### src/rtl/dmaseq_pkg.sv
package dmaseq_pkg;

    typedef enum logic [2:0] {
        ST_IDLE, ST_FETCH, ST_EXEC, ST_XFER, ST_WAIT
    } seq_state_e;

    typedef enum logic [3:0] {
        OP_END, OP_MOVE, OP_LOOP, OP_LEND, OP_LOAD,
        OP_STORE, OP_WAIT, OP_EVENT, OP_BAD
    } op_kind_e;

    // Control word fields kept by the thread
    typedef struct packed {
        logic       src_inc;
        logic [2:0] src_sz;
        logic       dst_inc;
        logic [2:0] dst_sz;
        logic       dst_priv;
    } ctl_t;

    localparam logic [1:0] FLT_NONE   = 2'd0;
    localparam logic [1:0] FLT_OPCODE = 2'd1;
    localparam logic [1:0] FLT_REGSEL = 2'd2;
    localparam logic [1:0] FLT_RANGE  = 2'd3;

endpackage

### src/rtl/dmaseq_decode.sv
module dmaseq_decode
    import dmaseq_pkg::*;
(
    input  logic [7:0] op_byte,
    output op_kind_e   kind,
    output logic [2:0] len
);
    always_comb begin
        kind = OP_BAD;
        len  = 3'd1;
        if (op_byte == 8'h00) begin
            kind = OP_END;
        end else if (op_byte == 8'hBC) begin
            kind = OP_MOVE;  len = 3'd6;
        end else if ((op_byte & 8'hFD) == 8'h20) begin
            kind = OP_LOOP;  len = 3'd2;
        end else if ((op_byte & 8'hF8) == 8'h38 && op_byte[1:0] != 2'b10) begin
            kind = OP_LEND;  len = 3'd2;
        end else if ((op_byte & 8'hFC) == 8'h04 && op_byte[1:0] != 2'b10) begin
            kind = OP_LOAD;
        end else if ((op_byte & 8'hFC) == 8'h08 && op_byte[1:0] != 2'b10) begin
            kind = OP_STORE;
        end else if (op_byte == 8'h31) begin
            kind = OP_WAIT;  len = 3'd2;
        end else if (op_byte == 8'h34) begin
            kind = OP_EVENT; len = 3'd2;
        end
    end
endmodule

### src/rtl/dmaseq_addr_step.sv
module dmaseq_addr_step #(
    parameter int DW = 32
) (
    input  logic [DW-1:0] addr,
    input  logic [2:0]    size_code,
    input  logic          inc,
    output logic [DW-1:0] next_addr,
    output logic [1:0]    bus_size,
    output logic          size_ok
);
    always_comb begin
        size_ok   = (size_code <= 3'd2);
        bus_size  = size_code[1:0];
        next_addr = inc ? addr + (DW'(1) << size_code[1:0]) : addr;
    end
endmodule

### src/rtl/dmaseq_thread.sv
module dmaseq_thread
    import dmaseq_pkg::*;
#(
    parameter int AW      = 8,
    parameter int DW      = 32,
    parameter int NPERIPH = 8,
    parameter int NEVENT  = 4
) (
    input  logic               clk,
    input  logic               rst_n,
    input  logic               start,
    input  logic [AW-1:0]      start_pc,
    output logic               busy,
    output logic [AW-1:0]      pc,
    output logic               fault,
    output logic [1:0]         fault_code,
    output logic [AW-1:0]      pm_addr,
    input  logic [7:0]         pm_rdata,
    output logic               mem_req,
    output logic               mem_we,
    output logic [DW-1:0]      mem_addr,
    output logic [1:0]         mem_size,
    output logic [DW-1:0]      mem_wdata,
    output logic               mem_priv,
    input  logic [DW-1:0]      mem_rdata,
    input  logic               mem_ack,
    input  logic [NPERIPH-1:0] periph_req,
    output logic [NEVENT-1:0]  event_flag,
    input  logic [NEVENT-1:0]  event_clr
);
    localparam int PW = (NPERIPH > 1) ? $clog2(NPERIPH) : 1;
    localparam int EW = (NEVENT > 1) ? $clog2(NEVENT) : 1;

    typedef struct packed {
        seq_state_e      state;
        logic [AW-1:0]   pc;
        logic [2:0]      fcnt;
        logic [2:0]      ilen;
        logic [5:0][7:0] ib;
        logic [DW-1:0]   sar;
        logic [DW-1:0]   dar;
        logic [DW-1:0]   hold;
        ctl_t            ctl;
        logic [1:0][7:0] lc;
        logic [PW-1:0]   wsel;
        logic            fault;
        logic [1:0]      fcode;
        logic [NEVENT-1:0] evt;
    } thr_t;

    thr_t q, n;

    logic [7:0]  op_byte;
    op_kind_e    dec_kind;
    logic [2:0]  dec_len, cur_len;
    logic [31:0] word;
    logic        is_st;
    logic [1:0][DW-1:0] step_next;
    logic [1:0][1:0]    step_size;
    logic [1:0]         step_ok;

    assign op_byte = (q.state == ST_FETCH && q.fcnt == 3'd0) ? pm_rdata : q.ib[0];
    assign cur_len = (q.fcnt == 3'd0) ? dec_len : q.ilen;
    assign word    = {q.ib[5], q.ib[4], q.ib[3], q.ib[2]};
    assign is_st   = q.ib[0][3];

    dmaseq_decode u_dec (.op_byte(op_byte), .kind(dec_kind), .len(dec_len));

    // Index 0 steps the source side, index 1 the destination side
    for (genvar g = 0; g < 2; g++) begin : g_step
        dmaseq_addr_step #(.DW(DW)) u_step (
            .addr      ((g == 0) ? q.sar : q.dar),
            .size_code ((g == 0) ? q.ctl.src_sz : q.ctl.dst_sz),
            .inc       ((g == 0) ? q.ctl.src_inc : q.ctl.dst_inc),
            .next_addr (step_next[g]),
            .bus_size  (step_size[g]),
            .size_ok   (step_ok[g])
        );
    end

    always_comb begin
        n     = q;
        n.evt = q.evt & ~event_clr;
        case (q.state)
            ST_IDLE: if (start) begin
                n.state = ST_FETCH;
                n.pc    = start_pc;
                n.fcnt  = 3'd0;
                n.fault = 1'b0;
                n.fcode = FLT_NONE;
            end
            ST_FETCH: begin
                for (int i = 0; i < 6; i++)
                    if (q.fcnt == 3'(i)) n.ib[i] = pm_rdata;
                if (q.fcnt == 3'd0) n.ilen = dec_len;
                if (q.fcnt == 3'd0 && dec_kind == OP_BAD) begin
                    n.state = ST_IDLE;
                    n.fault = 1'b1;
                    n.fcode = FLT_OPCODE;
                end else if (q.fcnt + 3'd1 == cur_len) begin
                    n.state = ST_EXEC;
                    n.fcnt  = 3'd0;
                end else begin
                    n.fcnt = q.fcnt + 3'd1;
                end
            end
            ST_EXEC: begin
                n.state = ST_FETCH;
                case (dec_kind)
                    OP_MOVE: begin
                        n.pc = q.pc + AW'(6);
                        case (q.ib[1])
                            8'd0: n.sar = DW'(word);
                            8'd1: n.ctl = '{src_inc: word[0], src_sz: word[3:1],
                                            dst_inc: word[14], dst_sz: word[17:15],
                                            dst_priv: word[22]};
                            8'd2: n.dar = DW'(word);
                            default: begin
                                n.pc = q.pc; n.state = ST_IDLE;
                                n.fault = 1'b1; n.fcode = FLT_REGSEL;
                            end
                        endcase
                    end
                    OP_LOOP: begin
                        n.lc[q.ib[0][1]] = q.ib[1];
                        n.pc = q.pc + AW'(2);
                    end
                    OP_LEND: begin
                        if (q.lc[q.ib[0][2]] != 8'd0) begin
                            n.lc[q.ib[0][2]] = q.lc[q.ib[0][2]] - 8'd1;
                            n.pc = q.pc - AW'(q.ib[1]);
                        end else begin
                            n.pc = q.pc + AW'(2);
                        end
                    end
                    OP_LOAD, OP_STORE: begin
                        if (step_ok[is_st]) n.state = ST_XFER;
                        else begin
                            n.state = ST_IDLE; n.fault = 1'b1; n.fcode = FLT_RANGE;
                        end
                    end
                    OP_WAIT: begin
                        if (32'(q.ib[1][7:3]) >= NPERIPH) begin
                            n.state = ST_IDLE; n.fault = 1'b1; n.fcode = FLT_RANGE;
                        end else begin
                            n.wsel  = PW'(q.ib[1][7:3]);
                            n.state = ST_WAIT;
                        end
                    end
                    OP_EVENT: begin
                        if (32'(q.ib[1][7:3]) >= NEVENT) begin
                            n.state = ST_IDLE; n.fault = 1'b1; n.fcode = FLT_RANGE;
                        end else begin
                            n.evt[EW'(q.ib[1][7:3])] = 1'b1;
                            n.pc = q.pc + AW'(2);
                        end
                    end
                    OP_END: n.state = ST_IDLE;
                    default: begin
                        n.state = ST_IDLE; n.fault = 1'b1; n.fcode = FLT_OPCODE;
                    end
                endcase
            end
            ST_XFER: if (mem_ack) begin
                if (is_st) n.dar = step_next[1];
                else begin
                    n.sar  = step_next[0];
                    n.hold = mem_rdata;
                end
                n.pc    = q.pc + AW'(1);
                n.state = ST_FETCH;
            end
            ST_WAIT: if (periph_req[q.wsel]) begin
                n.pc    = q.pc + AW'(2);
                n.state = ST_FETCH;
            end
            default: n.state = ST_IDLE;
        endcase
    end

    always_ff @(posedge clk or negedge rst_n) begin
        if (!rst_n) q <= '{state: ST_IDLE, default: '0};
        else        q <= n;
    end

    assign busy       = (q.state != ST_IDLE);
    assign pc         = q.pc;
    assign fault      = q.fault;
    assign fault_code = q.fcode;
    assign pm_addr    = q.pc + AW'(q.fcnt);
    assign mem_req    = (q.state == ST_XFER);
    assign mem_we     = mem_req && is_st;
    assign mem_addr   = is_st ? q.dar : q.sar;
    assign mem_size   = is_st ? step_size[1] : step_size[0];
    assign mem_wdata  = q.hold;
    assign mem_priv   = mem_req && is_st && q.ctl.dst_priv;
    assign event_flag = q.evt;

endmodule

### config.mk
export PLATFORM = sky130hd
export DESIGN_NAME = dmaseq_thread
export DESIGN_NICKNAME = d
export VERILOG_FILES = /design/src/rtl/dmaseq_pkg.sv /design/src/rtl/dmaseq_decode.sv /design/src/rtl/dmaseq_addr_step.sv /design/src/rtl/dmaseq_thread.sv
export SDC_FILE = /design/constraint.sdc
export NUM_CORES = 1
export LEC_CHECK = 0
export BUFFER_PORTS_ARGS = -buffer_cell sky130_fd_sc_hd__buf_2
export CAP_MARGIN = 40
export CORE_AREA = 4 4 207 209
export CTS_BUF_LIST = sky130_fd_sc_hd__clkbuf_16
export CTS_CLUSTER_SIZE = 30
export DETAILED_ROUTE_END_ITERATION = 12
export DIE_AREA = 0 0 211 213
export GPL_ROUTABILITY_DRIVEN = 0
export PLACE_DENSITY_LB_ADDON = 0.12
export SETUP_SLACK_MARGIN = 0.1
export SLEW_MARGIN = 0
export SYNTH_ARGS = -nofsm -noshare
export SYNTH_HDL_FRONTEND = slang
export SYNTH_SLANG_ARGS = --single-unit
### constraint.sdc
create_clock -name clk -period 3.48 [get_ports clk]
set_input_delay 1.044 -clock clk [delete_from_list [all_inputs] [get_ports clk]]
set_output_delay 1.044 -clock clk [all_outputs]
set_load 0.01 [all_outputs]
==> flow_summary.ini <==
[logic_synthesis]
synth_area_mm2 = 0.01264
async_flop_share_pct = 100.0
yosys.area.top_type_share_pct = 38.82
postSynthCellCount = 1348
synth_area_leaders = dfrtp_1 39%, mux2_2 11%, o21ai_0 4.3%
synth_commonest_cells = 196 x dfrtp_1, 123 x mux2_2, 111 x nand2_1
synthDistinctLibCells = 84
syn_nets = 1443
syn_area_per_cell_um2 = 9.374
synth_flop_cell = dfrtp_1
yosysTopAreaCell = dfrtp_1
synth-edff-count = 0
synth_seq_cells = 196
synth-seq-area-share_pct = 38.82
yosysMostFrequentCell = dfrtp_1
yosysWarnings = 0

[sta]
max_slew_margin_pct = 44.40
setup_viol = 0
rsz0062_at_grt = true
fin_crit_ns = 3.367
finalHoldViolCount = 0
fin_ws_ns = 0.1131
slew_viol_final = 0
max_freq_mhz = 297.0
worst_clock_skew_ns = 0.01353
fin_crit_sh_pct = 96.75
max_slew.worst_pin.slew_ns = 0.8276

[min_path]
hold_class = register to register
min_from = mem_wdata[4]
hold_depth = 1
holdPathEnd = mem_wdata[4]

[clock_network]
cts_made_buffers = 17
clk_pin_slew_worst_paths_ns = 0.08
clock-root-buffer = clkbuf_16
cts_tree = done
cts.sinks = 196
hold_buffers = 0
clk_latency_ns = 0.46
clockBufferDepth = 2
h-tree-depth = 4

[power]
internal_power_mw = 6.450
vdd_drop_max_mv = 0.3589
p_switching_mw = 5.022
p_sw_share_pct = 43.78
cellLeakagePower_nw = 6.693
total_power_mw = 11.47
seqPwrFrac_pct = 34.4
power_density_mw_per_mm2 = 779.2
combPwrFrac_pct = 48.0
clock_power_share_pct = 17.6

[die]
core_area_mm2 = 0.04083
floorplan.initialDensity_pct = 30.95
die-area_mm2 = 0.04494
row_count = 74
pin_count = 157
die_h_um = 213
fp.dieW_um = 211

[global_routing]
grt.total_usage_pct = 18.55
antenna_found_initial = 2
grt_first_pass_wirelength_um = 65420
grt_pass1_vias = 10806
grt_max_degree = 65
gr-total-overflow = 0

[placement]
place_ws_ns = -0.1148
hpwlAfterDp_um = 30410
io_buffers = 156

[worst_setup_path]
reg2reg_from = q[194]
setup.worst_path.class = register to output pin
crit_arrival_ns = 2.32
r2r_slack_ns = 0.36
cp_max_fo = 2
reg2regPathDepth = 9
cp-end-kind = output pin
start_kind = register
worstPathRequired_ns = 2.44
r2r-end = pc[5]

[final_layout]
num_antenna_cells = 0
area_delta_synth_final_pct = 16.53
nets = 1573
fillers = 4176
drive_above_1_share_pct = 28.71

[detailed_routing]
vias = 10897
drt_iter0_drc = 700
final_antenna_net_count = 0
via_per_inst = 5.387
wl_um = 41890
wl_per_cell_um = 20.71
drc = 0
drt-pass1-iter-count = 6

[flow_run]
drv_cap = 0

[status]
status = completed
-- state kept, by name (all words and copies together), names as in the netlist --
name and flops:
event_flag 4, fault 1, fault_code 2, is_st 1, mem_wdata 32, pc 8
q 148
-- power by group through the flow --
stage                     clock (mW)  sequential (mW)  combinational, mW
after CTS                       2.09             3.95               5.56
after floorplan                    0             3.60               4.00
after global placement             0             3.99               5.50
after global routing            2.17             4.08               6.10
final                           2.01             3.95               5.51
after detailed placement           0             3.99               5.52
-- worst max-delay path, stage by stage (launching register included) --
cell     delay [ns]
dfrtp_1        0.40
ha_2           0.21
inv_2          0.04
fa_2           0.36
nor2b_2        0.13
o21ai_2        0.10
or3_1          0.34
xnor2_1        0.13
buf_2          0.15
-- how the worst max path moves through the flow --
stage | end | startpoint | cells past startpoint
6_report | pm_addr[6] | pc[0] | 8
2_1_floorplan | q[26] | pm_rdata[4] | 8
5_1_grt | pm_addr[6] | pc[0] | 8
3_3_place_gp | pc[4] | pm_rdata[4] | 9
4_1_cts | pm_addr[6] | pc[0] | 8
3_5_place_dp | pc[5] | pm_rdata[4] | 9
-- timing repair --
action	4_1_cts	5_1_grt
pin swaps	2	2
endpoints found under the setup margin	3	8
setup buffers	1	0
gates resized for setup	6	2
-- cell type report --
type | instances | area [µm²] | share of cell area (%)
Clock buffer | 17 | 425.4 | 2.889
Clock inverter | 15 | 137.6 | 0.9347
Inverter | 47 | 176.4 | 1.198
Multi-Input combinational cell | 984 | 6953 | 47.22
Sequential cell | 196 | 4906 | 33.32
Tap cell | 532 | 665.6 | 4.521
Timing Repair Buffer | 232 | 1460 | 9.917
-- through the flow --
step | std cells | util [%] | TNS [ns] | cell area, µm² | hold WS, ns
floorplan | 1348 | - | 0 | 12640 | 0.4559
global placement | 1990 | 34.61 | -0.2208 | 14130 | 0.4843
detailed placement | 1990 | 34.61 | -0.5913 | 14130 | 0.4785
CTS | 2023 | 36.05 | 0 | 14720 | 0.4974
global route | 2023 | 36.06 | -0.009465 | 14720 | 0.5208
finish | 2023 | 36.06 | 0 | 14720 | 0.5041
-- logic make-up (layout without fill, tap and decap cells) --
| logic type | Yosys count | after routing | share of synthesized area, % |
|---|---|---|---|
| and+or+nand+nor | 398 | 398 | 15.73 |
| muxes | 144 | 144 | 12.96 |
| AOI/OAI and AO/OA | 366 | 366 | 19.55 |
| xor gates and xnor gates | 45 | 45 | 3.119 |
| buffers and inverters | 168 | 311 | 6.516 |
| adders and majority gates | 31 | 31 | 3.307 |
| DFF | 196 | 196 | 38.82 |
-- layer usage --
layer  routed length (µm)  GRT usage, %  vias to the layer above
met1                19270         25.58                     5446
li1                     -             -                     5162
met4                  471         3.734                        4
met2                20500         31.36                      254
met5                   21             0                        -
met3                 1624         2.586                       31
-- layout by cell type, fill, tap and decap left out, types with 12 or more instances in the layout --
cell,count
nand2_1,109
o21ai_0,107
a22oi_1,14
dfrtp_1,195
mux2_2,123
and3_1,21
nor3_1,30
a22o_1,17
nand3_1,37
o22ai_1,14
buf_2,155
a21oi_1,69
o31a_1,12
xnor2_1,25
buf_4,68
nor2_1,99
a21o_1,13
a31oi_1,19
xor2_1,20
inv_1,46
clkbuf_16,17
o31ai_1,12
ha_1,26
mux2i_1,17
Power figures use the tool's default switching activity.
